==> config.mk <==
export PLATFORM = sky130hd
export DESIGN_NAME = hexrec_responder
export DESIGN_NICKNAME = d
export VERILOG_FILES = /design/src/rtl/hexrec_pkg.sv /design/src/rtl/hexrec_lexer.sv /design/src/rtl/hexrec_framer.sv /design/src/rtl/hexrec_exec.sv /design/src/rtl/hexrec_responder.sv
export SDC_FILE = /design/constraint.sdc
export NUM_CORES = 1
export LEC_CHECK = 0
export BUFFER_PORTS_ARGS = -buffer_cell sky130_fd_sc_hd__buf_2
export CORE_MARGIN = 2
export CORE_UTILIZATION = 60
export DETAILED_ROUTE_END_ITERATION = 16
export GPL_ROUTABILITY_DRIVEN = 0
export PLACE_DENSITY = 0.78
export SYNTH_ARGS = -nofsm -noshare
export SYNTH_HDL_FRONTEND = slang
export SYNTH_HIERARCHICAL = 1
export SYNTH_SLANG_ARGS = --single-unit
export TNS_END_PERCENT = 100
==> constraint.sdc <==
create_clock -name clk -period 4 [get_ports clk]
set_clock_uncertainty 0.15 [all_clocks]
set_input_delay 0.6 -clock clk [delete_from_list [all_inputs] [get_ports clk]]
set_output_delay 0.6 -clock clk [all_outputs]
set_load 0.02 [all_outputs]
==> src/rtl/hexrec_pkg.sv <==
package hexrec_pkg;

    localparam int unsigned MAX_BYTES = 16;
    localparam int unsigned CNT_W     = $clog2(MAX_BYTES + 1);
    localparam int unsigned IDX_W     = $clog2(MAX_BYTES);
    localparam int unsigned ADDR_W    = 16;

    localparam logic [7:0] CH_COLON = 8'h3A;
    localparam logic [7:0] CH_CR    = 8'h0D;
    localparam logic [7:0] CH_LF    = 8'h0A;
    localparam logic [7:0] CH_OK    = 8'h2E;
    localparam logic [7:0] CH_BAD   = 8'h58;
    localparam logic [7:0] CH_REF   = 8'h52;

    localparam logic [7:0] RT_DATA = 8'h00;
    localparam logic [7:0] RT_EOF  = 8'h01;
    localparam logic [7:0] RT_FREQ = 8'h02;
    localparam logic [7:0] RT_MISC = 8'h03;

    typedef enum logic [1:0] {
        OP_PROG       = 2'd0,
        OP_CLR_STATUS = 2'd1,
        OP_SEC_BIT    = 2'd2,
        OP_CLK6       = 2'd3
    } cmd_op_e;

    typedef struct packed {
        logic       sof;
        logic       eol;
        logic       bad;
        logic       byte_vld;
        logic [7:0] data;
    } token_t;

    typedef struct packed {
        logic [ADDR_W-1:0] addr;
        logic [7:0]        rtype;
        logic              sum_ok;
    } rec_hdr_t;

    typedef enum logic [2:0] {
        F_IDLE, F_COUNT, F_ADDR_HI, F_ADDR_LO, F_TYPE, F_DATA, F_CSUM, F_EOL
    } frm_state_e;

    typedef enum logic [1:0] {
        E_IDLE, E_PROG, E_CMD
    } exe_state_e;

    function automatic logic is_hex(input logic [7:0] c);
        return (c >= 8'h30 && c <= 8'h39) || (c >= 8'h41 && c <= 8'h46) ||
               (c >= 8'h61 && c <= 8'h66);
    endfunction

    function automatic logic [3:0] hex_nib(input logic [7:0] c);
        logic [7:0] v;
        if (c <= 8'h39)      v = c - 8'h30;
        else if (c <= 8'h46) v = c - 8'h37;
        else                 v = c - 8'h57;
        return v[3:0];
    endfunction

endpackage

==> src/rtl/hexrec_lexer.sv <==
module hexrec_lexer
    import hexrec_pkg::*;
(
    input  logic       clk,
    input  logic       rst,
    input  logic       in_valid,
    input  logic [7:0] in_char,
    output token_t     tok
);

    logic       phase;
    logic [3:0] hi_nib;

    always_ff @(posedge clk) begin
        if (rst) begin
            tok    <= '0;
            phase  <= 1'b0;
            hi_nib <= '0;
        end else begin
            tok <= '0;
            if (in_valid) begin
                if (in_char == CH_COLON) begin
                    tok.sof <= 1'b1;
                    phase   <= 1'b0;
                end else if (is_hex(in_char)) begin
                    if (!phase) begin
                        hi_nib <= hex_nib(in_char);
                        phase  <= 1'b1;
                    end else begin
                        tok.byte_vld <= 1'b1;
                        tok.data     <= {hi_nib, hex_nib(in_char)};
                        phase        <= 1'b0;
                    end
                end else if (in_char == CH_CR) begin
                    tok.eol <= 1'b1;
                    phase   <= 1'b0;
                end else if (in_char != CH_LF) begin
                    tok.bad <= 1'b1;
                    phase   <= 1'b0;
                end
            end
        end
    end

    // one token kind per cycle at most
    assert_one_token_R1: assert property (@(posedge clk) disable iff (rst)
        $onehot0({tok.sof, tok.eol, tok.bad, tok.byte_vld}));

endmodule

==> src/rtl/hexrec_framer.sv <==
module hexrec_framer
    import hexrec_pkg::*;
#(
    parameter int unsigned NBYTES = MAX_BYTES,
    parameter int unsigned CW     = CNT_W,
    parameter int unsigned IW     = IDX_W
) (
    input  logic                   clk,
    input  logic                   rst,
    input  token_t                 tok,
    input  logic                   busy,
    output logic                   rec_valid,
    output rec_hdr_t               hdr,
    output logic [CW-1:0]          rec_cnt,
    output logic [NBYTES-1:0][7:0] rec_buf
);

    localparam logic [7:0] LIMIT = 8'(NBYTES);

    frm_state_e    state;
    logic [7:0]    sum;
    logic [CW-1:0] idx;

    always_ff @(posedge clk) begin
        if (rst) begin
            state     <= F_IDLE;
            sum       <= '0;
            idx       <= '0;
            rec_valid <= 1'b0;
            hdr       <= '0;
            rec_cnt   <= '0;
        end else begin
            rec_valid <= 1'b0;
            if (!busy) begin
                if (tok.sof) begin
                    state <= F_COUNT;
                    sum   <= '0;
                end else if (tok.bad) begin
                    state <= F_IDLE;
                end else if (tok.eol) begin
                    rec_valid <= (state == F_EOL);
                    state     <= F_IDLE;
                end else if (tok.byte_vld && state != F_IDLE) begin
                    sum <= sum + tok.data;
                    unique case (state)
                        F_COUNT: begin
                            if (tok.data > LIMIT) state <= F_IDLE;
                            else begin
                                rec_cnt <= tok.data[CW-1:0];
                                state   <= F_ADDR_HI;
                            end
                        end
                        F_ADDR_HI: begin
                            hdr.addr[15:8] <= tok.data;
                            state          <= F_ADDR_LO;
                        end
                        F_ADDR_LO: begin
                            hdr.addr[7:0] <= tok.data;
                            state         <= F_TYPE;
                        end
                        F_TYPE: begin
                            hdr.rtype <= tok.data;
                            idx       <= '0;
                            state     <= (rec_cnt == '0) ? F_CSUM : F_DATA;
                        end
                        F_DATA: begin
                            rec_buf[idx[IW-1:0]] <= tok.data;
                            idx                  <= idx + 1'b1;
                            if (idx == rec_cnt - 1'b1) state <= F_CSUM;
                        end
                        F_CSUM: begin
                            hdr.sum_ok <= (8'(sum + tok.data) == 8'h00);
                            state      <= F_EOL;
                        end
                        default: state <= F_IDLE;
                    endcase
                end
            end
        end
    end

    // a delivered record never exceeds the payload limit
    assert_cnt_limit_R3: assert property (@(posedge clk) disable iff (rst)
        rec_valid |-> (rec_cnt <= CW'(NBYTES)));

    // a record completes only on a carriage return
    assert_done_on_cr_R1: assert property (@(posedge clk) disable iff (rst)
        rec_valid |-> $past(tok.eol));

endmodule

==> src/rtl/hexrec_exec.sv <==
module hexrec_exec
    import hexrec_pkg::*;
#(
    parameter int unsigned NBYTES = MAX_BYTES,
    parameter int unsigned CW     = CNT_W,
    parameter int unsigned IW     = IDX_W,
    parameter int unsigned AW     = ADDR_W
) (
    input  logic                   clk,
    input  logic                   rst,
    input  logic                   rec_valid,
    input  rec_hdr_t               hdr,
    input  logic [CW-1:0]          rec_cnt,
    input  logic [NBYTES-1:0][7:0] rec_buf,
    output logic                   busy,
    output logic                   cmd_valid,
    output cmd_op_e                cmd_op,
    output logic [AW-1:0]          cmd_addr,
    output logic [7:0]             cmd_data,
    input  logic                   cmd_done,
    input  logic                   cmd_fail,
    output logic                   st_valid,
    output logic [7:0]             st_char
);

    exe_state_e    state;
    logic          freq_seen;
    logic [CW-1:0] idx;
    logic [CW-1:0] idx_nxt;

    logic          misc_ok;
    cmd_op_e       misc_op;
    logic [7:0]    misc_data;

    assign busy    = (state != E_IDLE);
    assign idx_nxt = idx + 1'b1;

    always_comb begin
        misc_ok   = 1'b0;
        misc_op   = OP_CLR_STATUS;
        misc_data = 8'h00;
        if (rec_cnt >= CW'(1) && rec_buf[0] == 8'h04) begin
            misc_ok = 1'b1;
        end else if (rec_cnt >= CW'(2) && rec_buf[0] == 8'h05 && rec_buf[1] <= 8'h02) begin
            misc_ok   = 1'b1;
            misc_op   = OP_SEC_BIT;
            misc_data = rec_buf[1];
        end else if (rec_cnt >= CW'(3) && rec_buf[0] == 8'h06 &&
                     rec_buf[1] == 8'h02 && rec_buf[2] == 8'h80) begin
            misc_ok   = 1'b1;
            misc_op   = OP_CLK6;
            misc_data = 8'h80;
        end
    end

    always_ff @(posedge clk) begin
        if (rst) begin
            state     <= E_IDLE;
            freq_seen <= 1'b0;
            idx       <= '0;
            cmd_valid <= 1'b0;
            cmd_op    <= OP_PROG;
            cmd_addr  <= '0;
            cmd_data  <= '0;
            st_valid  <= 1'b0;
            st_char   <= '0;
        end else begin
            st_valid <= 1'b0;
            unique case (state)
                E_IDLE: if (rec_valid) begin
                    st_valid <= 1'b1;
                    st_char  <= CH_BAD;
                    if (hdr.sum_ok) begin
                        unique case (hdr.rtype)
                            RT_DATA: begin
                                if (!freq_seen) st_char <= CH_REF;
                                else if (rec_cnt == '0) st_char <= CH_OK;
                                else begin
                                    st_valid  <= 1'b0;
                                    state     <= E_PROG;
                                    idx       <= '0;
                                    cmd_valid <= 1'b1;
                                    cmd_op    <= OP_PROG;
                                    cmd_addr  <= hdr.addr;
                                    cmd_data  <= rec_buf[0];
                                end
                            end
                            RT_EOF: st_char <= CH_OK;
                            RT_FREQ: begin
                                freq_seen <= 1'b1;
                                st_char   <= CH_OK;
                            end
                            RT_MISC: if (misc_ok) begin
                                st_valid  <= 1'b0;
                                state     <= E_CMD;
                                cmd_valid <= 1'b1;
                                cmd_op    <= misc_op;
                                cmd_addr  <= '0;
                                cmd_data  <= misc_data;
                            end
                            default: st_char <= CH_BAD;
                        endcase
                    end
                end
                E_PROG: if (cmd_done) begin
                    if (cmd_fail || idx_nxt == rec_cnt) begin
                        cmd_valid <= 1'b0;
                        st_valid  <= 1'b1;
                        st_char   <= cmd_fail ? CH_REF : CH_OK;
                        state     <= E_IDLE;
                    end else begin
                        idx      <= idx_nxt;
                        cmd_addr <= cmd_addr + 1'b1;
                        cmd_data <= rec_buf[idx_nxt[IW-1:0]];
                    end
                end
                E_CMD: if (cmd_done) begin
                    cmd_valid <= 1'b0;
                    st_valid  <= 1'b1;
                    st_char   <= cmd_fail ? CH_REF : CH_OK;
                    state     <= E_IDLE;
                end
                default: state <= E_IDLE;
            endcase
        end
    end

    // a pending command holds its fields until acknowledged
    assert_cmd_hold_R5: assert property (@(posedge clk) disable iff (rst)
        (cmd_valid && !cmd_done) |=> (cmd_valid && $stable(cmd_op) &&
                                      $stable(cmd_addr) && $stable(cmd_data)));

    // no byte programming before a frequency record
    assert_prog_gated_R4: assert property (@(posedge clk) disable iff (rst)
        (cmd_valid && cmd_op == OP_PROG) |-> freq_seen);

    // security bit index stays within 0..2
    assert_sec_sel_R9: assert property (@(posedge clk) disable iff (rst)
        (cmd_valid && cmd_op == OP_SEC_BIT) |-> (cmd_data <= 8'h02));

    // six-clock command always carries 80h
    assert_clk6_data_R10: assert property (@(posedge clk) disable iff (rst)
        (cmd_valid && cmd_op == OP_CLK6) |-> (cmd_data == 8'h80));

    // status is a lone single-cycle pulse with a legal code
    assert_st_pulse_R12: assert property (@(posedge clk) disable iff (rst)
        st_valid |=> !st_valid);
    assert_st_code_R12: assert property (@(posedge clk) disable iff (rst)
        st_valid |-> (st_char == CH_OK || st_char == CH_BAD || st_char == CH_REF));
    assert_st_cmd_excl_R12: assert property (@(posedge clk) disable iff (rst)
        !(st_valid && cmd_valid));

    // reset clears both strobes
    assert_reset_clear_R13: assert property (@(posedge clk)
        rst |=> (!cmd_valid && !st_valid));

endmodule

==> src/rtl/hexrec_responder.sv <==
module hexrec_responder
    import hexrec_pkg::*;
(
    input  logic        clk,
    input  logic        rst,
    input  logic        in_valid,
    input  logic [7:0]  in_char,
    output logic        cmd_valid,
    output logic [1:0]  cmd_op,
    output logic [15:0] cmd_addr,
    output logic [7:0]  cmd_data,
    input  logic        cmd_done,
    input  logic        cmd_fail,
    output logic        st_valid,
    output logic [7:0]  st_char
);

    token_t                    tok;
    logic                      busy;
    logic                      rec_valid;
    rec_hdr_t                  hdr;
    logic [CNT_W-1:0]          rec_cnt;
    logic [MAX_BYTES-1:0][7:0] rec_buf;
    cmd_op_e                   op_enum;

    hexrec_lexer u_lexer (
        .clk      (clk),
        .rst      (rst),
        .in_valid (in_valid),
        .in_char  (in_char),
        .tok      (tok)
    );

    hexrec_framer #(
        .NBYTES (MAX_BYTES),
        .CW     (CNT_W),
        .IW     (IDX_W)
    ) u_framer (
        .clk       (clk),
        .rst       (rst),
        .tok       (tok),
        .busy      (busy),
        .rec_valid (rec_valid),
        .hdr       (hdr),
        .rec_cnt   (rec_cnt),
        .rec_buf   (rec_buf)
    );

    hexrec_exec #(
        .NBYTES (MAX_BYTES),
        .CW     (CNT_W),
        .IW     (IDX_W),
        .AW     (ADDR_W)
    ) u_exec (
        .clk       (clk),
        .rst       (rst),
        .rec_valid (rec_valid),
        .hdr       (hdr),
        .rec_cnt   (rec_cnt),
        .rec_buf   (rec_buf),
        .busy      (busy),
        .cmd_valid (cmd_valid),
        .cmd_op    (op_enum),
        .cmd_addr  (cmd_addr),
        .cmd_data  (cmd_data),
        .cmd_done  (cmd_done),
        .cmd_fail  (cmd_fail),
        .st_valid  (st_valid),
        .st_char   (st_char)
    );

    assign cmd_op = op_enum;

endmodule

==> impl_metrics.tcl <==
set metrics [dict create \
    status "finished, final reports clean" \
    numPortBuffers 46 \
    layout_commonest_cell "edfxtp_1" \
    power_per_cell_area_nw_per_um2 393.8 \
    fmax_mhz 309.1 \
    crit_fanout 11 \
    vdd_ir_drop_max_mv 0.3350 \
    final_cell_count_no_fill 1217 \
    drt-total-wl_um 24770 \
    syn_inst 917 \
    crit_type "flip-flop to flip-flop" \
    fin_tns_setup_ns 0 \
    worstHoldPathType "input pin to flip-flop" \
    wl_met3_um 1758 \
    cp-start-kind "flip-flop" \
    final_core_util_pct 68.10 \
    cts_buffers 25 \
    slew_violations 0 \
    wl_met2_um 11920 \
    cp.arrival_ns 3.24 \
    dp.final_hpwl_um 15880 \
    first_iter_violations 695 \
    die_height_um 138.5 \
    firstDrtPassIters 5 \
    drtAntennaViolNets 0 \
    fin_nets 1005 \
    rsz0062_at_grt "no" \
    grt_pass1_vias 7576 \
    synthArstFlopShare_pct 0 \
    dp.cells 1171 \
    cts_sinks 232 \
    postCtsSetupBuffers 0 \
    drive_above_1_share_pct 18.72 \
    cts_tree "built" \
    dieWidth_um 138.5 \
    syn_area_per_cell_um2 11.84 \
    tightest_slew_ns 1.120 \
    grt_pass1_wl_um 39880 \
    met1_length_um 10450 \
    antenna_found_initial 0 \
    fin_total_pwr_w 0.004784 \
    ys.flop_type "edfxtp_1" \
    period_minus_slack_ns 3.235 \
    ys_ff_latch 232 \
    synth_edf_count 128 \
    grt_start_max_net_pins 68 \
    layout_common_cells "edfxtp_1, dfxtp_1, nor2_1" \
    cts.repair.resized 0 \
    grt-ovfl-total 0 \
    cts.path.max_buffers 3 \
    area_growth_pct 11.87 \
    cts_hold_buf 0 \
    drt-vias-per-instance 6.312 \
    setup_violations 0 \
    clkTransAtPathRegs_ns 0.06 \
    synth_area_um2 10860 \
    period_share_pct 80.88 \
    htreeDepth 1 \
    grt_usage_pct 25.82 \
    ys_types 89 \
    slew_headroom_pct 25.22 \
    hold_viol 0 \
    routedWlPerCell_um 20.35 \
    routed.top_layer "met4" \
    cap_violations 0 \
    fp.dieArea_um2 19190 \
    leakagePower_nw 4.400 \
    core_area_um2 17840 \
    endpoint_kind "flip-flop" \
    via_count 7682 \
    clock_latency_ns 0.52 \
    required_ns 4.00 \
    io_pins 49 \
    ys_seq_area_share_pct 54.56 \
    drc 0 \
    num_rows 49 \
    antenna_cells 0 \
    start_util_pct 60.87 \
    ys.warnings.count 6 \
    root_buffer "clkbuf_16" \
]
cell families after synthesis:
logic type / Yosys count / synth area share [%]
other: 1 / 0.03453
adders and majority gates: 23 / 2.719
and+or+nand+nor: 292 / 13.71
xor gates and xnor gates: 29 / 2.638
muxes: 62 / 9.412
buffers and inverters: 70 / 2.880
DFF: 232 / 54.56
AOI/OAI and AO/OA: 208 / 14.04
worst paths after layout:
path,end,start,slack [ns],cells after the start
setup / recovery,u_framer/rec_buf[59],u_exec/state[0],0.76,8
hold / removal,u_lexer/tok[11],in_valid,0.21,3
setup reg to reg,u_framer/rec_buf[59],u_exec/state[0],0.76,8
hold reg to reg,u_lexer/tok[5],u_lexer/hi_nib[1],0.31,1
layer usage:
layer | up-vias | GRT usage [%]
met3 | 44 | 3.660
met5 | - | 0
li1 | 3559 | -
met2 | 342 | 43.49
met1 | 3737 | 35.34
met4 | 0 | 7.626
worst max-delay path: stages (launching register included):
cell and delay (ns):
dfxtp_1 0.34, inv_1 0.09, ha_1 0.41, inv_1 0.24
nor2_1 0.26, nand2_1 0.18, nor3_2 0.34, nand2_1 0.21
nor2_1 0.64
registers in the layout, summed over array words and instances, names as in the netlist, 5 cells and up:
| signal | flops |
|---|---|
| u_exec/idx | 5 |
| u_framer/rec_cnt | 5 |
| u_framer/hdr | 25 |
| u_lexer/tok | 12 |
| u_framer/sum | 8 |
| u_framer/idx | 5 |
| u_exec/cmd_addr | 16 |
| u_framer/rec_buf | 128 |
| u_exec/cmd_data | 8 |
power breakdown:
part / internal (W) / switching, W / total (W)
combinational: 0.0000223 / 0.0000492 / 0.0000714
clock: 0.00129 / 0.000929 / 0.00222
sequential: 0.00249 / 0.00000163 / 0.00249
cells in the mapped netlist (8+ instances only):
cell type,count,share of area [%]
xnor2_1,20,1.6
nor3_1,21,0.97
nand2_1,71,2.5
nand4_1,10,0.58
dfxtp_1,104,19
ha_1,22,2.5
mux4_2,32,6.6
inv_1,27,0.93
a21oi_1,66,3.0
a22oi_1,15,1.0
nand3_1,28,1.3
nor2_1,82,2.8
o21ai_0,30,1.4
clkbuf_1,19,0.66
a211oi_2,11,1.3
nand2b_1,18,1.0
edfxtp_1,128,35
a21o_1,8,0.55
mux2i_1,29,2.7
final cells by class:
cell class	instances	area (um2)
multi-input cells	616	4626
repair buffers	66	395.4
clock inverters	14	83.83
clock buffers	32	725.7
well taps	229	286.5
flip-flops and latches	232	5927
fillers	1293	5692
inverters	28	105.1
metrics by stage:
stage                     cell area [um2]  worst slack, ns  hold slack, ns
after floorplan                     10860            1.160          0.2735
after global placement              11340           0.9915          0.2873
after detailed placement            11340           0.8307          0.2912
after CTS                           12150           0.8146          0.2106
after global routing                12150           0.5826          0.2320
final                               12150           0.7649          0.2145
No activity file was read; power rests on OpenSTA's default activity.
